### config.mk
export PLATFORM = sky130hd
export DESIGN_NAME = resv_link_monitor
export DESIGN_NICKNAME = d
export VERILOG_FILES = /design/src/rtl/resv_pkg.sv /design/src/rtl/resv_link_reg.sv /design/src/rtl/resv_sc_ctrl.sv /design/src/rtl/resv_link_monitor.sv
export SDC_FILE = /design/constraint.sdc
export NUM_CORES = 1
export LEC_CHECK = 0
export ABC_CLOCK_PERIOD_IN_PS = 3000
export BUFFER_PORTS_ARGS = -buffer_cell sky130_fd_sc_hd__buf_2
export CAP_MARGIN = 10
export CORE_MARGIN = 2
export CORE_UTILIZATION = 45
export CTS_CLUSTER_DIAMETER = 150
export DETAILED_ROUTE_END_ITERATION = 6
export PLACE_DENSITY = 0.69
export SKIP_CTS_REPAIR_TIMING = 1
export SLEW_MARGIN = 20
export SYNTH_ARGS = -nofsm -noshare
export SYNTH_HDL_FRONTEND = slang
export SYNTH_SLANG_ARGS = --single-unit
export TNS_END_PERCENT = 100
### constraint.sdc
create_clock -name clk -period 3 [get_ports clk]
set_input_delay 0.45 -clock clk [delete_from_list [all_inputs] [get_ports clk]]
set_output_delay 0.45 -clock clk [all_outputs]
set_load 0.01 [all_outputs]
### src/rtl/resv_pkg.sv
`timescale 1ns/1ps
package resv_pkg;
  typedef enum logic [1:0] {
    OP_LOAD  = 2'd0,
    OP_STORE = 2'd1,
    OP_LINK  = 2'd2,
    OP_COND  = 2'd3
  } op_kind_e;

  typedef enum logic {
    SC_IDLE = 1'b0,
    SC_WAIT = 1'b1
  } sc_state_e;
endpackage

### src/rtl/resv_link_reg.sv
`timescale 1ns/1ps
module resv_link_reg #(
  parameter int AW      = 16,
  parameter int BLK_OFF = 3
) (
  input  logic          clk,
  input  logic          rst_n,
  input  logic          set_en,
  input  logic [AW-1:0] set_addr,
  input  logic          clr_en,
  input  logic          snp_valid,
  input  logic          snp_inv,
  input  logic [AW-1:0] snp_addr,
  input  logic [AW-1:0] op_addr,
  output logic          link_vld,
  output logic          op_match,
  output logic          snp_kill
);
  localparam logic [AW-1:0] BLK_MASK = {AW{1'b1}} << BLK_OFF;

  logic          vld_q, vld_d;
  logic [AW-1:0] blk_q, blk_d;

  always_comb begin
    op_match = vld_q && (((op_addr ^ blk_q) & BLK_MASK) == '0);
    snp_kill = vld_q && snp_valid && snp_inv &&
               (((snp_addr ^ blk_q) & BLK_MASK) == '0);
  end

  always_comb begin
    vld_d = vld_q;
    blk_d = blk_q;
    if (set_en) begin
      vld_d = 1'b1;
      blk_d = set_addr & BLK_MASK;
    end else if (clr_en || snp_kill) begin
      vld_d = 1'b0;
    end
  end

  always_ff @(posedge clk or negedge rst_n) begin
    if (!rst_n) begin
      vld_q <= 1'b0;
      blk_q <= '0;
    end else begin
      vld_q <= vld_d;
      if (set_en) blk_q <= blk_d;
    end
  end

  assign link_vld = vld_q;


  set_then_vld_chk: assert property (@(posedge clk) disable iff (!rst_n)
    set_en |=> (vld_q && (blk_q == $past(set_addr & BLK_MASK))));


  kill_clears_chk: assert property (@(posedge clk) disable iff (!rst_n)
    (snp_kill && !set_en) |=> !vld_q);
endmodule

### src/rtl/resv_sc_ctrl.sv
`timescale 1ns/1ps
module resv_sc_ctrl
  import resv_pkg::*;
#(
  parameter int AW = 16
) (
  input  logic          clk,
  input  logic          rst_n,
  input  logic          op_valid,
  input  logic [1:0]    op_kind,
  input  logic [AW-1:0] op_addr,
  input  logic          op_match,
  input  logic          snp_kill,
  input  logic          bus_gnt,
  output logic          op_ready,
  output logic          bus_req,
  output logic          link_set,
  output logic          link_clr,
  output logic          st_valid,
  output logic          st_ok,
  output logic          bus_wr,
  output logic [AW-1:0] bus_wr_addr
);
  sc_state_e     state_q, state_d;
  logic [AW-1:0] pend_q;
  logic          pend_en;
  logic          stv_q, stv_d, ok_q, ok_d, wr_q, wr_d;
  logic [AW-1:0] wa_q;
  logic          wa_en;
  logic          accept, is_ll, is_sc, sc_go;

  always_comb begin
    accept = op_valid && (state_q == SC_IDLE);
    is_ll  = accept && (op_kind_e'(op_kind) == OP_LINK);
    is_sc  = accept && (op_kind_e'(op_kind) == OP_COND);
    sc_go  = is_sc && op_match && !snp_kill;
  end

  always_comb begin
    state_d  = state_q;
    stv_d    = 1'b0;
    ok_d     = 1'b0;
    wr_d     = 1'b0;
    pend_en  = 1'b0;
    wa_en    = 1'b0;
    link_clr = 1'b0;
    case (state_q)
      SC_IDLE: begin
        if (sc_go) begin
          state_d = SC_WAIT;
          pend_en = 1'b1;
        end else if (is_sc) begin
          stv_d    = 1'b1;
          link_clr = 1'b1;
        end
      end
      SC_WAIT: begin
        if (snp_kill) begin
          state_d  = SC_IDLE;
          stv_d    = 1'b1;
          link_clr = 1'b1;
        end else if (bus_gnt) begin
          state_d  = SC_IDLE;
          stv_d    = 1'b1;
          ok_d     = 1'b1;
          wr_d     = 1'b1;
          wa_en    = 1'b1;
          link_clr = 1'b1;
        end
      end
      default: state_d = SC_IDLE;
    endcase
  end

  always_ff @(posedge clk or negedge rst_n) begin
    if (!rst_n) begin
      state_q <= SC_IDLE;
      pend_q  <= '0;
      stv_q   <= 1'b0;
      ok_q    <= 1'b0;
      wr_q    <= 1'b0;
      wa_q    <= '0;
    end else begin
      state_q <= state_d;
      stv_q   <= stv_d;
      ok_q    <= ok_d;
      wr_q    <= wr_d;
      if (pend_en) pend_q <= op_addr;
      if (wa_en)   wa_q   <= pend_q;
    end
  end

  assign link_set    = is_ll;
  assign op_ready    = (state_q == SC_IDLE);
  assign bus_req     = (state_q == SC_WAIT);
  assign st_valid    = stv_q;
  assign st_ok       = ok_q;
  assign bus_wr      = wr_q;
  assign bus_wr_addr = wa_q;


  fail_no_write_chk: assert property (@(posedge clk) disable iff (!rst_n)
    (st_valid && !st_ok) |-> !bus_wr);


  wr_after_grant_chk: assert property (@(posedge clk) disable iff (!rst_n)
    bus_wr |-> $past(bus_req && bus_gnt));


  lose_bus_chk: assert property (@(posedge clk) disable iff (!rst_n)
    (bus_req && snp_kill) |=> (st_valid && !st_ok && !bus_wr && !bus_req));


  no_link_fail_chk: assert property (@(posedge clk) disable iff (!rst_n)
    (is_sc && !op_match) |=> (st_valid && !st_ok && !bus_req));


  req_on_hit_chk: assert property (@(posedge clk) disable iff (!rst_n)
    sc_go |=> (bus_req && !op_ready));
endmodule

### src/rtl/resv_link_monitor.sv
`timescale 1ns/1ps
module resv_link_monitor #(
  parameter int AW      = 16,
  parameter int BLK_OFF = 3
) (
  input  logic          clk,
  input  logic          rst_n,
  input  logic          op_valid,
  input  logic [1:0]    op_kind,
  input  logic [AW-1:0] op_addr,
  output logic          op_ready,
  output logic          st_valid,
  output logic          st_ok,
  output logic          bus_req,
  input  logic          bus_gnt,
  output logic          bus_wr,
  output logic [AW-1:0] bus_wr_addr,
  input  logic          snp_valid,
  input  logic          snp_inv,
  input  logic [AW-1:0] snp_addr
);
  logic link_vld, op_match, snp_kill, link_set, link_clr;

  resv_link_reg #(.AW(AW), .BLK_OFF(BLK_OFF)) u_link (
    .clk       (clk),
    .rst_n     (rst_n),
    .set_en    (link_set),
    .set_addr  (op_addr),
    .clr_en    (link_clr),
    .snp_valid (snp_valid),
    .snp_inv   (snp_inv),
    .snp_addr  (snp_addr),
    .op_addr   (op_addr),
    .link_vld  (link_vld),
    .op_match  (op_match),
    .snp_kill  (snp_kill)
  );

  resv_sc_ctrl #(.AW(AW)) u_ctrl (
    .clk         (clk),
    .rst_n       (rst_n),
    .op_valid    (op_valid),
    .op_kind     (op_kind),
    .op_addr     (op_addr),
    .op_match    (op_match),
    .snp_kill    (snp_kill),
    .bus_gnt     (bus_gnt),
    .op_ready    (op_ready),
    .bus_req     (bus_req),
    .link_set    (link_set),
    .link_clr    (link_clr),
    .st_valid    (st_valid),
    .st_ok       (st_ok),
    .bus_wr      (bus_wr),
    .bus_wr_addr (bus_wr_addr)
  );


  wait_needs_link_chk: assert property (@(posedge clk) disable iff (!rst_n)
    bus_req |-> link_vld);
endmodule

=== Word level (Yosys, flattened, before mapping) ===
Cells that the tools add are included.

* Equal/unequal tests: 2
* Mux-type cells: 14
* Bitwise operators: 3
* Reductions and logical operators: 14

{| class="wikitable"
|+ Operator list
! kind !! number
|-
| $logic_not A16 Y1 || 2
|-
| $xor A16 B16 Y16 || 2
|-
| $mux W1 || 12
|-
| $logic_and A1 B1 Y1 || 9
|-
| $eq A2 B2 Y1 const B || 2
|-
| $pmux W1 S2 || 2
|-
| $reduce_bool A2 Y1 || 1
|-
| $logic_not A1 Y1 || 1
|-
| $logic_or A1 B1 Y1 || 1
|-
| $not A1 Y1 || 1
|}

* Flip-flop bits (word level): 49
* Bits of input ports: 40
* Output and inout port bits: 21
* Word-level logic and storage cells: 40

=== Depth between registers and ports, before layout ===
Gate-level depths: netlist (run 1).

* Depth in word-level cells: 10
* Mapped depth: 7
* Mapped depth without buffers: 5

=== Modules after synthesis ===
A second synthesis (run 1) with hierarchy kept.

* Cell total of the unflattened synthesis: 155
* Area total of the unflattened synthesis: 2230.9 um^2

{| class="wikitable"
|+ By module, submodules not included
! module !! instances !! cells each !! area an instance (um^2) !! sequential area each (um^2)
|-
| resv_sc_ctrl || 1 || 83 || 1396.3 || 875.8
|-
| resv_link_reg || 1 || 72 || 834.6 || 350.3
|}

=== Worst setup path after synthesis (run 1) ===
No wires, ideal clock.

* Path type: input -> register
* From: in op_addr[7]
* To: reg u_ctrl.pend_q[10]
* Library setup time: 0.125 ns
* Data arrival time: 2.006 ns
* Required time: 2.875 ns
* Path slack: 0.869 ns
* Stages: 7
* Buffers on the path: 2
* Path through: xor2_1 > nor4_2 > nand4_1 > or4_1 > buf_6 > buf_12 > mux2_4

* Longest elaborated chain between the ends: 7

{| class="wikitable"
|+ Ends and longest elaborated chain
! item !! RTL line !! source
|-
| start, declared || resv_link_monitor.sv:10 || <nowiki>input logic [AW-1:0] op_addr,</nowiki>
|-
| $xor A16 B16 Y16 || resv_link_reg.sv:25 || <nowiki>op_match = vld_q && (((op_addr ^ blk_q) & BLK_MASK) == '0);</nowiki>
|-
| $logic_not A16 Y1 || resv_link_reg.sv:25 ||
|-
| $logic_and A1 B1 Y1 || resv_link_reg.sv:25 ||
|-
| $logic_and A1 B1 Y1 (2 in series) || resv_sc_ctrl.sv:36 || <nowiki>sc_go = is_sc && op_match && !snp_kill;</nowiki>
|-
| $mux W1 || resv_sc_ctrl.sv:49 || <nowiki>if (sc_go) begin</nowiki>
|-
| $mux W1 || resv_sc_ctrl.sv:47 || <nowiki>case (state_q)</nowiki>
|-
| end signal, assigned || resv_sc_ctrl.sv:88 || <nowiki>if (pend_en) pend_q <= op_addr;</nowiki>
|-
| end, declared || resv_sc_ctrl.sv:25 || <nowiki>logic [AW-1:0] pend_q;</nowiki>
|}

No other way between the ends.
A chain may end at the register's enable or synchronous reset.

=== Final worst setup path (run 1) ===
* From: reg u_link.blk_q[12]
* To: reg u_ctrl.wa_q[3] (netlist: u_ctrl.bus_wr_addr[3])

* Longest elaborated chain between the ends: 5

{| class="wikitable"
|+ Ends and longest elaborated chain
! item !! RTL line !! source
|-
| start, declared || resv_link_reg.sv:22 || <nowiki>logic [AW-1:0] blk_q, blk_d;</nowiki>
|-
| start signal, assigned || resv_link_reg.sv:47 || <nowiki>if (set_en) blk_q <= blk_d;</nowiki>
|-
| $xor A16 B16 Y16 || resv_link_reg.sv:27 || <nowiki>(((snp_addr ^ blk_q) & BLK_MASK) == '0);</nowiki>
|-
| $logic_not A16 Y1 || resv_link_reg.sv:27 ||
|-
| $logic_and A1 B1 Y1 || resv_link_reg.sv:26 || <nowiki>snp_kill = vld_q && snp_valid && snp_inv &&</nowiki>
|-
| $mux W1 || resv_sc_ctrl.sv:58 || <nowiki>if (snp_kill) begin</nowiki>
|-
| $mux W1 || resv_sc_ctrl.sv:47 ||
|-
| end signal, assigned || resv_sc_ctrl.sv:89 || <nowiki>if (wa_en) wa_q <= pend_q;</nowiki>
|-
| end, declared || resv_sc_ctrl.sv:28 || <nowiki>logic [AW-1:0] wa_q;</nowiki>
|}

No other way between the ends.

==> run metrics, run 1 <==
result of the run finished clean; count of nets after finishing 257; total number of H-tree levels 2; half-perimeter wire length after detailed placement 3010 um; Clock Tree Root clkbuf_8; power spent charging and discharging nets 343 uW; launching element type of the critical path flip-flop; via count of the first global-routing pass 1,385; maximum fanout encountered on the critical timing path 12; fill cell count 412; logic gate share of total power 0.137; die width 74.0 um; starting density of the core 0.466; average size of a mapped cell 14.4 sq um; fraction of the cycle the final worst path needs 0.734; Max Transition Viols Final 0; detail-routed via count per cell 4.86; post-synth net total 193; timing-limited maximum frequency 454 MHz; Final Hold Vio Count 0; post-layout total power 1420 uW; CTS tree done; clock share of power 0.345; Hold WC Path Type primary input to asynchronous set/reset pin; post-detailed-routing wire length 4070 um; global-route usage over all layers 0.160; Leak Pwr 0.00135 uW; antenna violations before repair 0; Worst-Margin Slew 606 ps; gate count of the mapped netlist 153; per-cell routed wire length 14.3 um; setup repair after global routing missed its margin false; Pre-antenna DRT Iters 4; Cells after DPL 277; CTS max path bufs 2; final std cells w/o fill 285; Residual DRC 0; area delta synth->final 22.3%; P_int 1070 uW; post-route cell area 2700 sq um; worst vdd rail ir drop 0.283 mV; Port Buffer Count 57; Via Count 1,386; post-placement cell area 2570 sq um; Skew-Pair Late Insertion Delay 300 ps; cell area after technology mapping 2200 sq um; class of the most critical setup path flip-flop to flip-flop; endpoint kind of the worst setup timing path flip-flop; clock slew at the register clock pins of the worst setup and hold paths 90 ps; CTS buffer count 5; first-pass GRT wire length 6470 um; Setup Skew 6.46 ps; ratio of total power to cell area 526 nW/um^2; Die Footprint 5470 sq um; share of layout cells above drive strength 1 0.541; area of the core region 4720 sq um; fin util 0.571; max capacitance violation total 0; required time of the worst setup path 3190 ps; Net Sw Frac 0.242; time the worst path needs with I/O delays and setup 2200 ps; remaining global-route overflow 0; cell with the biggest individual delay on the critical path nor4_1; maximum number of pins on one net before global-route repair 29; total number of clock tree sinks 49; max incr delay on CP 460 ps; number of design-rule violations left by the first detailed-router iteration 17; number of register bits inferred by synthesis 49; CP Cell Sequence xnor2_1 -> nand4_1 -> nor4_1 -> nor2_1 -> buf_4 -> mux2_2; n_diodes 0; synth unique cells 23; post-route ant nets 0; number of setup violations in the final report 0; headroom to the max-slew limit 0.595; count of synthesis-stage warnings from yosys 0; sequential area share after synthesis 0.557; Sequential Power Share 0.518; die boundary height 74.0 um; IO Pins 61; Rows 25; Total Negative Setup Slacks 0 ps; arrival time of data at the critical path endpoint 2400 ps; weighted congestion at the end of routability-driven global placement 0.841
## layer usage
| metal | wire length, um | part of all wire | up-vias | track usage |
|---|---|---|---|---|
| met1 | 1860 | 0.46 | 679 | 0.215 |
| met4 | 63 | 0.015 | 0 | 0.0606 |
| li1 | - | - | 668 | - |
| met5 | 0 | 0 | - | 0 |
| met3 | 180 | 0.044 | 7 | 0.0366 |
| met2 | 1960 | 0.48 | 32 | 0.253 |
## cell families after synthesis
group                     Yosys count  synth area share
buffers and inverters               8            0.0267
xor gates and xnor gates           26             0.103
and+or+nand+nor                    22            0.0613
muxes                              45             0.242
AOI/OAI and AO/OA                   3            0.0102
DFF                                49             0.557
## area by class of cell
class / count / area (sq um) / area share
Clock buffer: 6 / 82.6 / 0.0306
Timing Repair Buffer: 62 / 335 / 0.124
Tap cell: 67 / 83.8 / 0.0311
Inverter: 3 / 11.3 / 0.00418
Clock inverter: 2 / 37.5 / 0.0139
Sequential cell: 49 / 1230 / 0.455
Multi-Input combinational cell: 96 / 918 / 0.341
## metrics by stage
stage	hold WS, ps	worst slack (ps)
2_1_floorplan	154	869
3_3_place_gp	484	651
3_5_place_dp	449	682
4_1_cts	117	778
5_1_grt	143	546
6_report	114	799
## final timing paths
| kind | start | depth (start not counted) | endpoint | slack, ps |
|---|---|---|---|---|
| min in group clk | op_addr[1] | 2 | u_ctrl.pend_q[1] | 380 |
| min reg2reg | u_ctrl.pend_q[7] | 1 | u_ctrl.bus_wr_addr[7] | 510 |
| max | u_link.blk_q[12] | 6 | u_ctrl.bus_wr_addr[3] | 800 |
| min | rst_n | 1 | u_ctrl.bus_wr_addr[7] | 110 |
| max in group asynchronous | rst_n | 2 | u_link.blk_q[10] | 2360 |
| max reg2reg | u_link.blk_q[12] | 6 | u_ctrl.bus_wr_addr[3] | 800 |
## power by group through the flow
stage | sequential, uW | combinational [uW] | clock [uW]
floorplan | 742 | 126 | 0
global placement | 747 | 191 | 0
detailed placement | 748 | 195 | 0
CTS | 735 | 197 | 503
global route | 740 | 217 | 533
finish | 735 | 194 | 489
## registers in the layout, indices dropped and copies added, names as in the netlist
register	flops
u_ctrl.bus_req	1
u_ctrl.st_ok	1
u_link.link_vld	1
u_link.blk_q	13
u_ctrl.st_valid	1
u_ctrl.bus_wr_addr	16
u_ctrl.pend_q	16
## placed cells by master (no fill, tap or decap)
cell type   instances
a22o_2              1
nand3_1             1
clkbuf_8            6
inv_1               3
nand3b_1            1
nor2_1              3
dfrtp_1            49
buf_12              1
buf_4               4
o211ai_1            1
xnor2_1            22
o21ai_0             1
clkinvlp_4          1
mux2_2             38
nor4_1              2
buf_2              57
nand2_1             1
or2_2               1
nor4_2              1
mux2_4              7
or4_1               1
xor2_1              4
bufinv_16           1
nand4_1            11
## cell usage after synthesis (all sizes together)
master / count / share of area
dfrtp: 49 / 0.56
mux2: 45 / 0.24
xnor2: 22 / 0.087
nand4: 11 / 0.031
buf: 4 / 0.020
xor2: 4 / 0.016
inv: 3 / 0.0051
nor2: 3 / 0.0051
nor4: 3 / 0.011
a22o: 1 / 0.0045
clkbuf: 1 / 0.0017
nand2: 1 / 0.0017
nand3: 1 / 0.0023
nand3b: 1 / 0.0034
o211ai: 1 / 0.0034
o21ai: 1 / 0.0023
or2: 1 / 0.0028
or4: 1 / 0.0034
## worst max-delay path, delay by kind of cell (launching register included)
kind,cells,cell delay (ps)
XOR/XNOR,1,260
buffers and inverters,1,270
AND/OR/NAND/NOR,3,850
multiplexers,1,280
flip-flops,1,420
No activity file was read; power rests on OpenSTA's default activity.
==> inputs of run 2 (changes only) <==
Settings changed: ABC_CLOCK_PERIOD_IN_PS 3000 to 1800, PLACE_DENSITY 0.69 to 0.72.
Clock period 3 ns to 1.8 ns, I/O delays scaled along.
==> run 2 against run 1 <==
  * The run now ends with setup timing left
  * Power up 61%
  * Largest power group unchanged
  * Critical path type unchanged
  * Setup slack worse by 1100 ps
  * Sequential cell count unchanged
  * First-iteration DRC count rose to 4.1 times the previous value
==> run metrics, run 2 (synthesized netlist as in run 1, its figures left out) <==
arrival time of data at the critical path endpoint 2250 ps; Residual DRC 0; endpoint kind of the worst setup timing path flip-flop; fin util 0.614; timing-limited maximum frequency 485 MHz; Skew-Pair Late Insertion Delay 300 ps; count of nets after finishing 274; clock slew at the register clock pins of the worst setup and hold paths 80 ps; CTS buffer count 5; share of layout cells above drive strength 1 0.609; area of the core region 4720 sq um; via count of the first global-routing pass 1,389; half-perimeter wire length after detailed placement 3140 um; n_diodes 0; post-route ant nets 0; Die Footprint 5470 sq um; Port Buffer Count 57; violations in the final reports setup timing; IO Pins 61; ratio of total power to cell area 787 nW/um^2; Leak Pwr 0.00147 uW; starting density of the core 0.466; Worst-Margin Slew 449 ps; worst vdd rail ir drop 0.479 mV; post-layout worst setup margin -260 ps; die width 74.0 um; die boundary height 74.0 um; per-cell routed wire length 14.9 um; post-placement cell area 2670 sq um; headroom to the max-slew limit 0.700; setup repair after global routing missed its margin true; antenna violations before repair 0; weighted congestion at the end of routability-driven global placement 0.738; max capacitance violation total 0; required time of the worst setup path 1990 ps; Rows 25; Total Negative Setup Slacks -4960 ps; time the worst path needs with I/O delays and setup 2060 ps; number of design-rule violations left by the first detailed-router iteration 70; maximum fanout encountered on the critical timing path 4; global-route usage over all layers 0.163; post-route cell area 2900 sq um; commonest non-fill, non-tap cells in the layout buf_2, dfrtp_1, mux2_2; Via Count 1,452; maximum number of pins on one net before global-route repair 33; CTS tree done; total number of H-tree levels 2; result of the run finished with violations; number of setup violations in the final report 34; remaining global-route overflow 0; post-layout total power 2280 uW; Max Transition Viols Final 0; most common cell after layout, fill and taps aside buf_2; Clock Tree Root clkbuf_8; Final Hold Vio Count 0; worst reg2reg setup slack -260 ps; detail-routed via count per cell 4.81; CTS max path bufs 2; class of the most critical setup path flip-flop to flip-flop; fraction of the cycle the final worst path needs 1.14; first-pass GRT wire length 6560 um; Setup Skew 6.40 ps; Pre-antenna DRT Iters 4; post-detailed-routing wire length 4490 um; total number of clock tree sinks 49; Hold WC Path Type primary input to flip-flop; launching element type of the critical path flip-flop; area delta synth->final 31.5%
## run 2: cell count changes in the layout (fill, tap and decap cells not counted), sizes merged
cell / delta
buf: +15
bufinv: -1
clkinvlp: -1
dlygate4sd3: +1
clkinv: +2
nor2: +1
## run 2: metal layers
| metal | track usage | part of all wire |
|---|---|---|
| met4 | 0.0606 | 0.015 |
| met3 | 0.0407 | 0.061 |
| met1 | 0.222 | 0.44 |
| met5 | 0 | 0 |
| met2 | 0.254 | 0.48 |
## run 2: metrics by stage
stage / instances / hold WS, ps / setup WS, ps
floorplan: 153 / -25.6 / -211
detailed placement: 288 / 231 / -323
global placement: 288 / 233 / -257
CTS: 296 / -97.6 / -336
global route: 302 / 189 / -323
finish: 302 / 195 / -260
## run 2: final timing paths
path / startpoint / to / depth (start not counted)
worst max-delay path: u_link.blk_q[11] / u_ctrl.pend_q[13] / 6
worst min register to register: u_ctrl.pend_q[2] / u_ctrl.pend_q[2] / 1
worst min-delay path: op_addr[2] / u_ctrl.pend_q[2] / 2
max in group asynchronous: rst_n / u_ctrl.bus_wr_addr[4] / 3
worst max register to register: u_link.blk_q[11] / u_ctrl.pend_q[13] / 6
min in group asynchronous: rst_n / u_ctrl.pend_q[6] / 2
## run 2: worst max-delay path: stages (launching register included)
cell	delay, ps
dfrtp_1	410
xor2_1	170
nor4_2	310
nand4_1	130
or4_4	470
buf_4	180
mux2_4	290
## run 2: where the power goes
group          leakage [uW]  internal, uW  switching, uW
clock network     0.0000450           270            353
logic              0.000771           248            184
registers          0.000654          1160           63.9
## run 2: cell type report
type                            instances  area (sq um)
Tap cell                               67          83.8
Inverter                                3          11.3
Clock buffer                            6          72.6
Fill cell                             366          1830
Clock inverter                          2          10.0
Timing Repair Buffer                   78           465
Multi-Input combinational cell         97          1030
Sequential cell                        49          1230
